File: config.mk
export PLATFORM = sky130hd
export DESIGN_NAME = gpio_bank
export DESIGN_NICKNAME = d
export VERILOG_FILES = /design/src/rtl/gpio_bank_pkg.sv /design/src/rtl/gpio_wr_decode.sv /design/src/rtl/gpio_setclr_reg.sv /design/src/rtl/gpio_sync.sv /design/src/rtl/gpio_pad_ctrl.sv /design/src/rtl/gpio_bank.sv
export SDC_FILE = /design/constraint.sdc
export NUM_CORES = 1
export LEC_CHECK = 0
export BUFFER_PORTS_ARGS = -buffer_cell sky130_fd_sc_hd__buf_2
export CAP_MARGIN = 20
export CORE_UTILIZATION = 58
export DETAILED_ROUTE_END_ITERATION = 10
export PLACE_DENSITY = 0.95
export SYNTH_ARGS = -nofsm -noshare
export SYNTH_HDL_FRONTEND = slang
export SYNTH_HIERARCHICAL = 1
export SYNTH_SLANG_ARGS = --single-unit
File: constraint.sdc
create_clock -name clk -period 4.21 [get_ports clk]
set_input_delay 0.421 -clock clk [delete_from_list [all_inputs] [get_ports clk]]
set_output_delay 0.421 -clock clk [all_outputs]
set_load 0.005 [all_outputs]
File: src/rtl/gpio_bank_pkg.sv
package gpio_bank_pkg;

    localparam int GPIO_ADDR_W = 3;

    typedef enum logic [GPIO_ADDR_W-1:0] {
        RA_PIN      = 3'd0,
        RA_OUT_SET  = 3'd1,
        RA_OUT_CLR  = 3'd2,
        RA_DIR_SET  = 3'd3,
        RA_DIR_CLR  = 3'd4,
        RA_PULL_OFF = 3'd5,
        RA_OUT_VAL  = 3'd6,
        RA_DIR_VAL  = 3'd7
    } gpio_reg_e;

    function automatic logic addr_hit(input logic we,
                                      input logic [GPIO_ADDR_W-1:0] addr,
                                      input gpio_reg_e target);
        return we && (addr == target);
    endfunction

endpackage

File: src/rtl/gpio_wr_decode.sv
module gpio_wr_decode
    import gpio_bank_pkg::*;
#(
    parameter int W = 32
) (
    input  logic                   clk,
    input  logic                   rst,
    input  logic                   a_we,
    input  logic [GPIO_ADDR_W-1:0] a_addr,
    input  logic [W-1:0]           a_wdata,
    input  logic                   b_we,
    input  logic [GPIO_ADDR_W-1:0] b_addr,
    input  logic [W-1:0]           b_wdata,
    output logic [W-1:0]           out_set,
    output logic [W-1:0]           out_clr,
    output logic [W-1:0]           dir_set,
    output logic [W-1:0]           dir_clr,
    output logic                   poff_we,
    output logic [W-1:0]           poff_wdata
);
    logic a_poff, b_poff;

    always_comb begin
        out_set = ({W{addr_hit(a_we, a_addr, RA_OUT_SET)}} & a_wdata)
                | ({W{addr_hit(b_we, b_addr, RA_OUT_SET)}} & b_wdata);
        out_clr = ({W{addr_hit(a_we, a_addr, RA_OUT_CLR)}} & a_wdata)
                | ({W{addr_hit(b_we, b_addr, RA_OUT_CLR)}} & b_wdata);
        dir_set = ({W{addr_hit(a_we, a_addr, RA_DIR_SET)}} & a_wdata)
                | ({W{addr_hit(b_we, b_addr, RA_DIR_SET)}} & b_wdata);
        dir_clr = ({W{addr_hit(a_we, a_addr, RA_DIR_CLR)}} & a_wdata)
                | ({W{addr_hit(b_we, b_addr, RA_DIR_CLR)}} & b_wdata);
        a_poff     = addr_hit(a_we, a_addr, RA_PULL_OFF);
        b_poff     = addr_hit(b_we, b_addr, RA_PULL_OFF);
        poff_we    = a_poff | b_poff;
        poff_wdata = b_poff ? b_wdata : a_wdata;
    end

    // with no strobe, no mask may be active
    p_idle_no_mask_r10: assert property (@(posedge clk) disable iff (rst)
        (!a_we && !b_we) |-> (out_set == '0 && out_clr == '0 &&
                              dir_set == '0 && dir_clr == '0 && !poff_we));

endmodule

File: src/rtl/gpio_setclr_reg.sv
module gpio_setclr_reg #(
    parameter int           W       = 32,
    parameter logic [W-1:0] RST_VAL = '0
) (
    input  logic         clk,
    input  logic         rst,
    input  logic [W-1:0] set_mask,
    input  logic [W-1:0] clr_mask,
    output logic [W-1:0] q
);
    always_ff @(posedge clk) begin
        if (rst) q <= RST_VAL;
        else     q <= (q | set_mask) & ~clr_mask;
    end

    p_clear_wins_r5: assert property (@(posedge clk) disable iff (rst)
        (clr_mask != '0) |=> ((q & $past(clr_mask)) == '0));

    p_set_lands_r2: assert property (@(posedge clk) disable iff (rst)
        ((set_mask & ~clr_mask) != '0) |=>
        ((q & ($past(set_mask) & ~$past(clr_mask))) == ($past(set_mask) & ~$past(clr_mask))));

    p_hold_r10: assert property (@(posedge clk) disable iff (rst)
        (set_mask == '0 && clr_mask == '0) |=> (q == $past(q)));

endmodule

File: src/rtl/gpio_sync.sv
module gpio_sync #(
    parameter int W      = 32,
    parameter int STAGES = 2
) (
    input  logic         clk,
    input  logic         rst,
    input  logic [W-1:0] din,
    output logic [W-1:0] dout
);
    logic [W-1:0] stage [STAGES];

    generate
        for (genvar s = 0; s < STAGES; s++) begin : g_stage
            always_ff @(posedge clk) begin
                if (rst)         stage[s] <= '0;
                else if (s == 0) stage[s] <= din;
                else             stage[s] <= stage[(s == 0) ? 0 : s-1];
            end
        end
    endgenerate

    assign dout = stage[STAGES-1];

    logic [1:0] aged;
    always_ff @(posedge clk) begin
        if (rst) aged <= '0;
        else     aged <= {aged[0], 1'b1};
    end

    p_sync_delay_r8: assert property (@(posedge clk) disable iff (rst)
        (STAGES == 2 && aged[1]) |-> (dout == $past(din, 2)));

endmodule

File: src/rtl/gpio_pad_ctrl.sv
module gpio_pad_ctrl #(
    parameter int W = 32
) (
    input  logic [W-1:0] out_q,
    input  logic [W-1:0] dir_q,
    input  logic [W-1:0] poff_q,
    output logic [W-1:0] pad_out,
    output logic [W-1:0] pad_oe,
    output logic [W-1:0] pad_pull_en,
    output logic [W-1:0] pad_pull_up
);
    generate
        for (genvar i = 0; i < W; i++) begin : g_pin
            assign pad_out[i]     = out_q[i];
            assign pad_oe[i]      = dir_q[i];
            assign pad_pull_en[i] = ~poff_q[i];
            assign pad_pull_up[i] = out_q[i];
        end
    endgenerate
endmodule

File: src/rtl/gpio_bank.sv
module gpio_bank
    import gpio_bank_pkg::*;
#(
    parameter int W = 32
) (
    input  logic                   clk,
    input  logic                   rst,
    input  logic                   a_we,
    input  logic [GPIO_ADDR_W-1:0] a_addr,
    input  logic [W-1:0]           a_wdata,
    input  logic                   b_we,
    input  logic [GPIO_ADDR_W-1:0] b_addr,
    input  logic [W-1:0]           b_wdata,
    input  logic [GPIO_ADDR_W-1:0] rd_addr,
    output logic [W-1:0]           rd_data,
    input  logic [W-1:0]           pad_in,
    output logic [W-1:0]           pad_out,
    output logic [W-1:0]           pad_oe,
    output logic [W-1:0]           pad_pull_en,
    output logic [W-1:0]           pad_pull_up
);
    logic [W-1:0] out_set, out_clr, dir_set, dir_clr;
    logic         poff_we;
    logic [W-1:0] poff_wdata;
    logic [W-1:0] out_q, dir_q, poff_q, pin_sync;

    gpio_wr_decode #(.W(W)) u_dec (
        .clk(clk), .rst(rst),
        .a_we(a_we), .a_addr(a_addr), .a_wdata(a_wdata),
        .b_we(b_we), .b_addr(b_addr), .b_wdata(b_wdata),
        .out_set(out_set), .out_clr(out_clr),
        .dir_set(dir_set), .dir_clr(dir_clr),
        .poff_we(poff_we), .poff_wdata(poff_wdata)
    );

    gpio_setclr_reg #(.W(W), .RST_VAL('0)) u_out (
        .clk(clk), .rst(rst), .set_mask(out_set), .clr_mask(out_clr), .q(out_q)
    );

    gpio_setclr_reg #(.W(W), .RST_VAL('0)) u_dir (
        .clk(clk), .rst(rst), .set_mask(dir_set), .clr_mask(dir_clr), .q(dir_q)
    );

    always_ff @(posedge clk) begin
        if (rst)          poff_q <= '1;
        else if (poff_we) poff_q <= poff_wdata;
    end

    gpio_sync #(.W(W), .STAGES(2)) u_sync (
        .clk(clk), .rst(rst), .din(pad_in), .dout(pin_sync)
    );

    always_ff @(posedge clk) begin
        if (rst) rd_data <= '0;
        else begin
            case (gpio_reg_e'(rd_addr))
                RA_PIN:                            rd_data <= pin_sync;
                RA_OUT_SET, RA_OUT_CLR, RA_OUT_VAL: rd_data <= out_q;
                RA_DIR_SET, RA_DIR_CLR, RA_DIR_VAL: rd_data <= dir_q;
                RA_PULL_OFF:                       rd_data <= poff_q;
                default:                           rd_data <= '0;
            endcase
        end
    end

    gpio_pad_ctrl #(.W(W)) u_pad (
        .out_q(out_q), .dir_q(dir_q), .poff_q(poff_q),
        .pad_out(pad_out), .pad_oe(pad_oe),
        .pad_pull_en(pad_pull_en), .pad_pull_up(pad_pull_up)
    );

    p_reset_state_r1: assert property (@(posedge clk) disable iff (rst)
        $past(rst) |-> (pad_oe == '0 && pad_out == '0 && pad_pull_en == '0));

    p_pin_write_ignored_r10: assert property (@(posedge clk) disable iff (rst)
        (a_we && a_addr == RA_PIN && !b_we) |=>
        ($stable(pad_out) && $stable(pad_oe) && $stable(pad_pull_en)));

    p_pull_b_wins_r6: assert property (@(posedge clk) disable iff (rst)
        (b_we && b_addr == RA_PULL_OFF) |=> (pad_pull_en == ~$past(b_wdata)));

endmodule

==> results of run 1 <==
## placed cells by master (no fill, tap or decap), types with 2 or more instances in the layout
cell type / n
nor2b_1: 40
clkinv_2: 2
nor3_1: 34
or4b_1: 30
a22o_1: 111
mux2_1: 6
o21bai_1: 25
inv_6: 2
clkbuf_16: 17
inv_1: 32
mux2_2: 56
a211o_1: 32
a211oi_1: 2
nor3_2: 54
nor2b_2: 60
bufinv_16: 6
buf_2: 267
o21bai_2: 5
buf_4: 5
and4b_2: 2
diode_2: 2
and4bb_2: 5
o221ai_1: 30
clkbuf_8: 2
nor3_4: 6
nor2_1: 94
nand2_2: 2
a2111oi_0: 2
mux2i_1: 2
dfxtp_1: 192
a2111oi_1: 2
nand2b_2: 2
clkinv_4: 2
a22o_2: 17
## per-layer routing
layer	GRT usage, %	wire length, µm	part of all wire (%)	up-vias
met5	0	0	0	-
met2	52.7	14300	51	464
met3	4.59	2140	7.6	75
met4	15.3	966	3.4	0
met1	34.1	10800	38	4129
li1	-	-	-	3845
## power groups by stage
stage	clock [mW]	sequential (mW)	combinational, mW
after CTS	1.87	1.97	0.596
after global placement	0	2.01	0.569
after global routing	1.94	1.98	0.651
after floorplan	0	1.99	0.436
after detailed placement	0	2.01	0.591
final	1.86	1.97	0.600
## state kept, by name, summed over array words and instances (netlist names)
signal,cells
poff_q,32
rd_data,32
u_dir/q,32
u_out/q,32
u_sync/stage,64
## cells in the mapped netlist, types with 30 or more instances
library cell    n  area share (%)
nor3_1         34             1.6
a211o_1        32             2.7
or4b_1         30             2.9
nor3_2         54             5.1
mux2_2         56             6.0
inv_1          32             1.1
buf_4         102             7.3
nor2b_2        60             5.0
a22o_1        111             9.2
buf_6          40             4.3
dfxtp_1       192              37
nor2_1         94             3.4
nor2b_1        40             2.4
o221ai_1       30             2.5
## worst max path at each step
stage / from / end
finish: b_addr[1] / poff_q[21]
global route: b_addr[1] / poff_q[18]
CTS: b_addr[1] / poff_q[21]
detailed placement: b_addr[1] / poff_q[18]
global placement: b_addr[1] / poff_q[21]
floorplan: b_addr[1] / poff_q[0]
## metrics by stage
| step | hold WS [ns] | power (mW) |
|---|---|---|
| global route | 0.190 | 4.58 |
| global placement | 0.416 | 2.58 |
| floorplan | 0.414 | 2.43 |
| finish | 0.197 | 4.43 |
| CTS | 0.186 | 4.43 |
| detailed placement | 0.422 | 2.60 |
## layout make-up
type | count | area [µm²] | area share (%)
flip-flops and latches | 192 | 3840 | 33.6
inverters | 32 | 120 | 1.05
clock buffers | 18 | 439 | 3.84
well taps | 225 | 282 | 2.46
multi-input cells | 623 | 5120 | 44.7
repair buffers | 274 | 1410 | 12.3
clock inverters | 13 | 233 | 2.03
diodes | 2 | 5.00 | 0.0437
## logic make-up (layout without fill, tap and decap cells)
| group | Yosys count | count (layout) |
|---|---|---|
| simple gates | 333 | 333 |
| buf+inv | 218 | 337 |
| flops | 192 | 192 |
| mux | 64 | 64 |
| compound gates | 226 | 226 |
| other cells | 0 | 2 |
==> out/metrics.cfg, run 1 <==
[outcome]
status = finished, final reports clean

[timing]
fin_skew_ns = 0.00848
hold_viol_final = 0
setup_tns_ns = 0
rsz0062_at_grt = false
max_clock_freq_mhz = 383
worst_pin_slew_ns = 1.06
slew_headroom_pct = 29.5
min_period_ns = 2.61
period_share_pct = 62.0
finalMaxSlewViolations = 0
finalSetupViolCount = 0
setup_slack_ns = 1.60

[min_path]
hold_start = pad_in[9]
hold_depth = 2
hp-class = primary input to register
min_to = u_sync/stage[0][9]

[power]
p_clk_share_pct = 41.9
p_seq_share_pct = 44.6
powerDensity_mw_per_mm2 = 387
swShare_pct = 25.0
ir_drop_uv = 295
cellLeakagePower_nw = 5.27
power_frac_comb_pct = 13.6
p_int_mw = 3.32
p_switching_mw = 1.11

[floorplan]
die_x_um = 137
rows = 48
start_util_pct = 60.0
die_height_um = 137
design.die.area_mm2 = 0.0187
coreArea_mm2 = 0.0175
num_io_pins = 269

[clock_tree]
cts_tree = yes
root_buffer = clkbuf_16
clkSlewWorstSetupHoldPaths_ns = 0.07
htreeDepth = 4
clock_latency_ns = 0.43
cts_buffer_depth = 2
holdBufCountCts = 0
postCtsSetupRepairBufs = 0
ctsResizeCount = 0
cts_sinks = 192
numCtsBuffers = 17

[cells_and_area]
nets = 1249
fillerInstances = 1352
area_delta_synth_final_pct = 8.78
drive_above_1_share_pct = 44.9
fin_area_mm2 = 0.0115
final_util_pct = 65.3
final_cells = 1379

[global_routing]
antenna_found_initial = 2
grt_pass1_vias = 8180
grt-ovfl-total = 0
grt_max_degree = 102
grt_pass1_wl_um = 42300
grt_use_total_pct = 29.6

[logic_synthesis]
synth_nets = 1142
synth-simple-area-share_pct = 22.7
ys_seq_area_share_pct = 36.5
synth_top_family_by_area = simple AND/OR/NAND/NOR gates
synthMuxAreaShare_pct = 6.82
synth_edf_count = 0
synth.distinct_cells = 36
synthArstFlopShare_pct = 0
yosys.area_share.adder_pct = 0
yosysWarnings = 6
synth_compound_area_share_pct = 18.8
synth.avg_cell_area_um2 = 10.2
synthesis.area_mm2 = 0.0105
synth_xor_xnor_area_share_pct = 0
ys.flop_type = dfxtp_1
ys_seq_elements = 192
synthCells = 1033

[setup_path]
critPathArrivalTime_ns = 2.92
path_depth = 6
crit_path_end_kind = register
crit_buf_inv = 2
r2r_slack_ns = 3.07
crit_path_start_kind = primary input
timing.rr.end = rd_data[17]
critPathMaxFanout = 34
path_class = primary input to register
reg2reg_from = u_dir/q[17]
cp_cell_sequence = buf_2 -> nand4b_4 -> nand2_2 -> buf_4 -> nor2b_1 -> a211o_1
reg2reg_depth = 3
required_ns = 4.52
crit_family = simple AND/OR/NAND/NOR gates
crit_path_top_delay_cell = nand2_2
cp_slowest_stage_delay_ns = 0.82

[place]
io_buffer_count = 268
dp_cells = 1346
place_ws_ns = 1.26
dpl_cell_area_mm2 = 0.0108
dp_hpwl_um = 17000
place.gp.congestion = 0.780

[route]
drt-total-wl_um = 28100
ant_nets = 0
drtPass1Iterations = 5
drcViolationCount = 0
num_vias = 8513
viasPerCell = 6.17
wire_per_inst_um = 20.4
drt_iter0_drc = 634

[flow_run]
drv_cap = 0

Power figures use the tool's default switching activity.
==> run 2: changes to the inputs <==
CORE_UTILIZATION = 54   (was 58)
PLACE_DENSITY = 0.93   (was 0.95)
clock period = 2.55 ns   (was 4.21 ns; I/O delays follow)
==> run 2 against run 1 <==
Effect of this change:
- sequential power rose by 65%
- critical path type unchanged
- combinational power grew 70%
- largest power group unchanged
- highest routed layer unchanged
- total power is 53% higher
==> out/metrics.cfg, run 2 (synthesized netlist as in run 1, its figures left out) <==
[route]
ant_nets = 0
drt_iter0_drc = 547
drtPass1Iterations = 5
drcViolationCount = 0
num_vias = 8605
wire_per_inst_um = 20.4
viasPerCell = 6.02
drt-total-wl_um = 29200

[setup_path]
critPathArrivalTime_ns = 1.86
required_ns = 2.89
crit_path_start_kind = primary input
r2r_slack_ns = 1.37
crit_path_end_kind = register
path_class = primary input to register
critPathMaxFanout = 19

[timing]
max_clock_freq_mhz = 658
min_period_ns = 1.52
finalMaxSlewViolations = 0
setup_tns_ns = 0
slew_headroom_pct = 38.3
hold_viol_final = 0
worst_pin_slew_ns = 0.925
fin_skew_ns = 0.00777
rsz0062_at_grt = false
finalSetupViolCount = 0
period_share_pct = 59.6
fin_hold_ws_ns = 0.0222

[power]
cellLeakagePower_nw = 5.29
powerDensity_mw_per_mm2 = 588
ir_drop_uv = 456

[global_routing]
grt_use_total_pct = 28.6
grt_max_degree = 84
grt_most_used_layer = met2
met3_usage_pct = 6.14
grt_pass1_wl_um = 44200
use_met1_pct = 33.2
grt_pass1_vias = 8215
grt-ovfl-total = 0
gr-usage-met2_pct = 49.6
antenna_found_initial = 2

[place]
dp_cells = 1398
place.gp.congestion = 0.816
io_buffer_count = 268
dp_hpwl_um = 18900

[cells_and_area]
largest_register = u_sync/stage
largest_register_ffs = 64
final_util_pct = 61.0
nets = 1266
final_cells = 1430
drive_above_1_share_pct = 45.4
final_cell_mix = buf_2 (267), dfxtp_1 (192), a22o_1 (111), nor2_1 (94), nor2b_2 (60)
area_delta_synth_final_pct = 9.46
final_common_cell = buf_2

[outcome]
status = finished, final reports clean

[clock_tree]
root_buffer = clkbuf_16
holdBufCountCts = 0
cts_buffer_depth = 2
clkSlewWorstSetupHoldPaths_ns = 0.07
htreeDepth = 4
ctsResizeCount = 0
numCtsBuffers = 17
cts_tree = yes
cts_sinks = 192
postCtsSetupRepairBufs = 0
clock_latency_ns = 0.43

[floorplan]
die_height_um = 142
die_x_um = 142
num_io_pins = 269
start_util_pct = 55.7
design.die.area_mm2 = 0.0201
rows = 50
coreArea_mm2 = 0.0189

[min_path]
hp-class = primary input to register

[flow_run]
drv_cap = 0

## run 2: changes by cell type in the layout (fill, tap and decap cells not counted)
cell        change
buf_12          +3
buf_4          +14
bufinv_16       -5
clkbuf_1        +1
clkinv_2        +1
clkinv_4        -2
clkinvlp_4      +4
diode_2         +1
inv_6           -1
nand2_1         +1
nand2_2         -1
## run 2: final cells by class
| cell class | instances | area, µm² |
|---|---|---|
| sequential | 192 | 3840 |
| clock buffer | 19 | 443 |
| inverter | 32 | 120 |
| timing repair buffer | 291 | 1570 |
| fill | 1579 | 7370 |
| antenna | 3 | 7.51 |
| tap | 260 | 325 |
| multi-input combinational | 623 | 5120 |
| clock inverter | 10 | 91.3 |
## run 2: routing by layer
| metal | wire (µm) | share of wire (%) | up-vias |
|---|---|---|---|
| met5 | 0 | 0 | - |
| met4 | 1080 | 3.7 | 0 |
| met3 | 2220 | 7.6 | 102 |
| met2 | 14500 | 50 | 471 |
| met1 | 11400 | 39 | 4162 |
| li1 | - | - | 3870 |
## run 2: where the power goes
group,switching (mW),internal (mW),leakage (nW)
clock,1.14,1.35,0.249
sequential,0.101,3.16,1.58
combinational,0.546,0.474,3.46
## run 2: path summary, 6_finish.rpt
path                       start                   to  depth (start not counted)
max reg2reg           u_dir/q[3]           rd_data[3]                          3
max                   rd_addr[1]          rd_data[12]                          5
min                    pad_in[2]   u_sync/stage[0][2]                          2
min reg2reg  u_sync/stage[0][19]  u_sync/stage[1][19]                          1
## run 2: stage by stage
step / total power [mW] / setup WS, ns / cell area (µm²)
floorplan: 4.01 / 1.03 / 10500
global placement: 4.28 / 0.662 / 11000
detailed placement: 4.33 / 0.612 / 11000
CTS: 6.78 / 1.06 / 11500
global route: 7.02 / 0.962 / 11500
finish: 6.77 / 1.03 / 11500
## run 2: worst max-delay path, cell delays in order
cell and delay, ns:
buf_2 0.35, nand2b_2 0.48, buf_4 0.35, o221ai_1 0.16, nor3_1 0.24
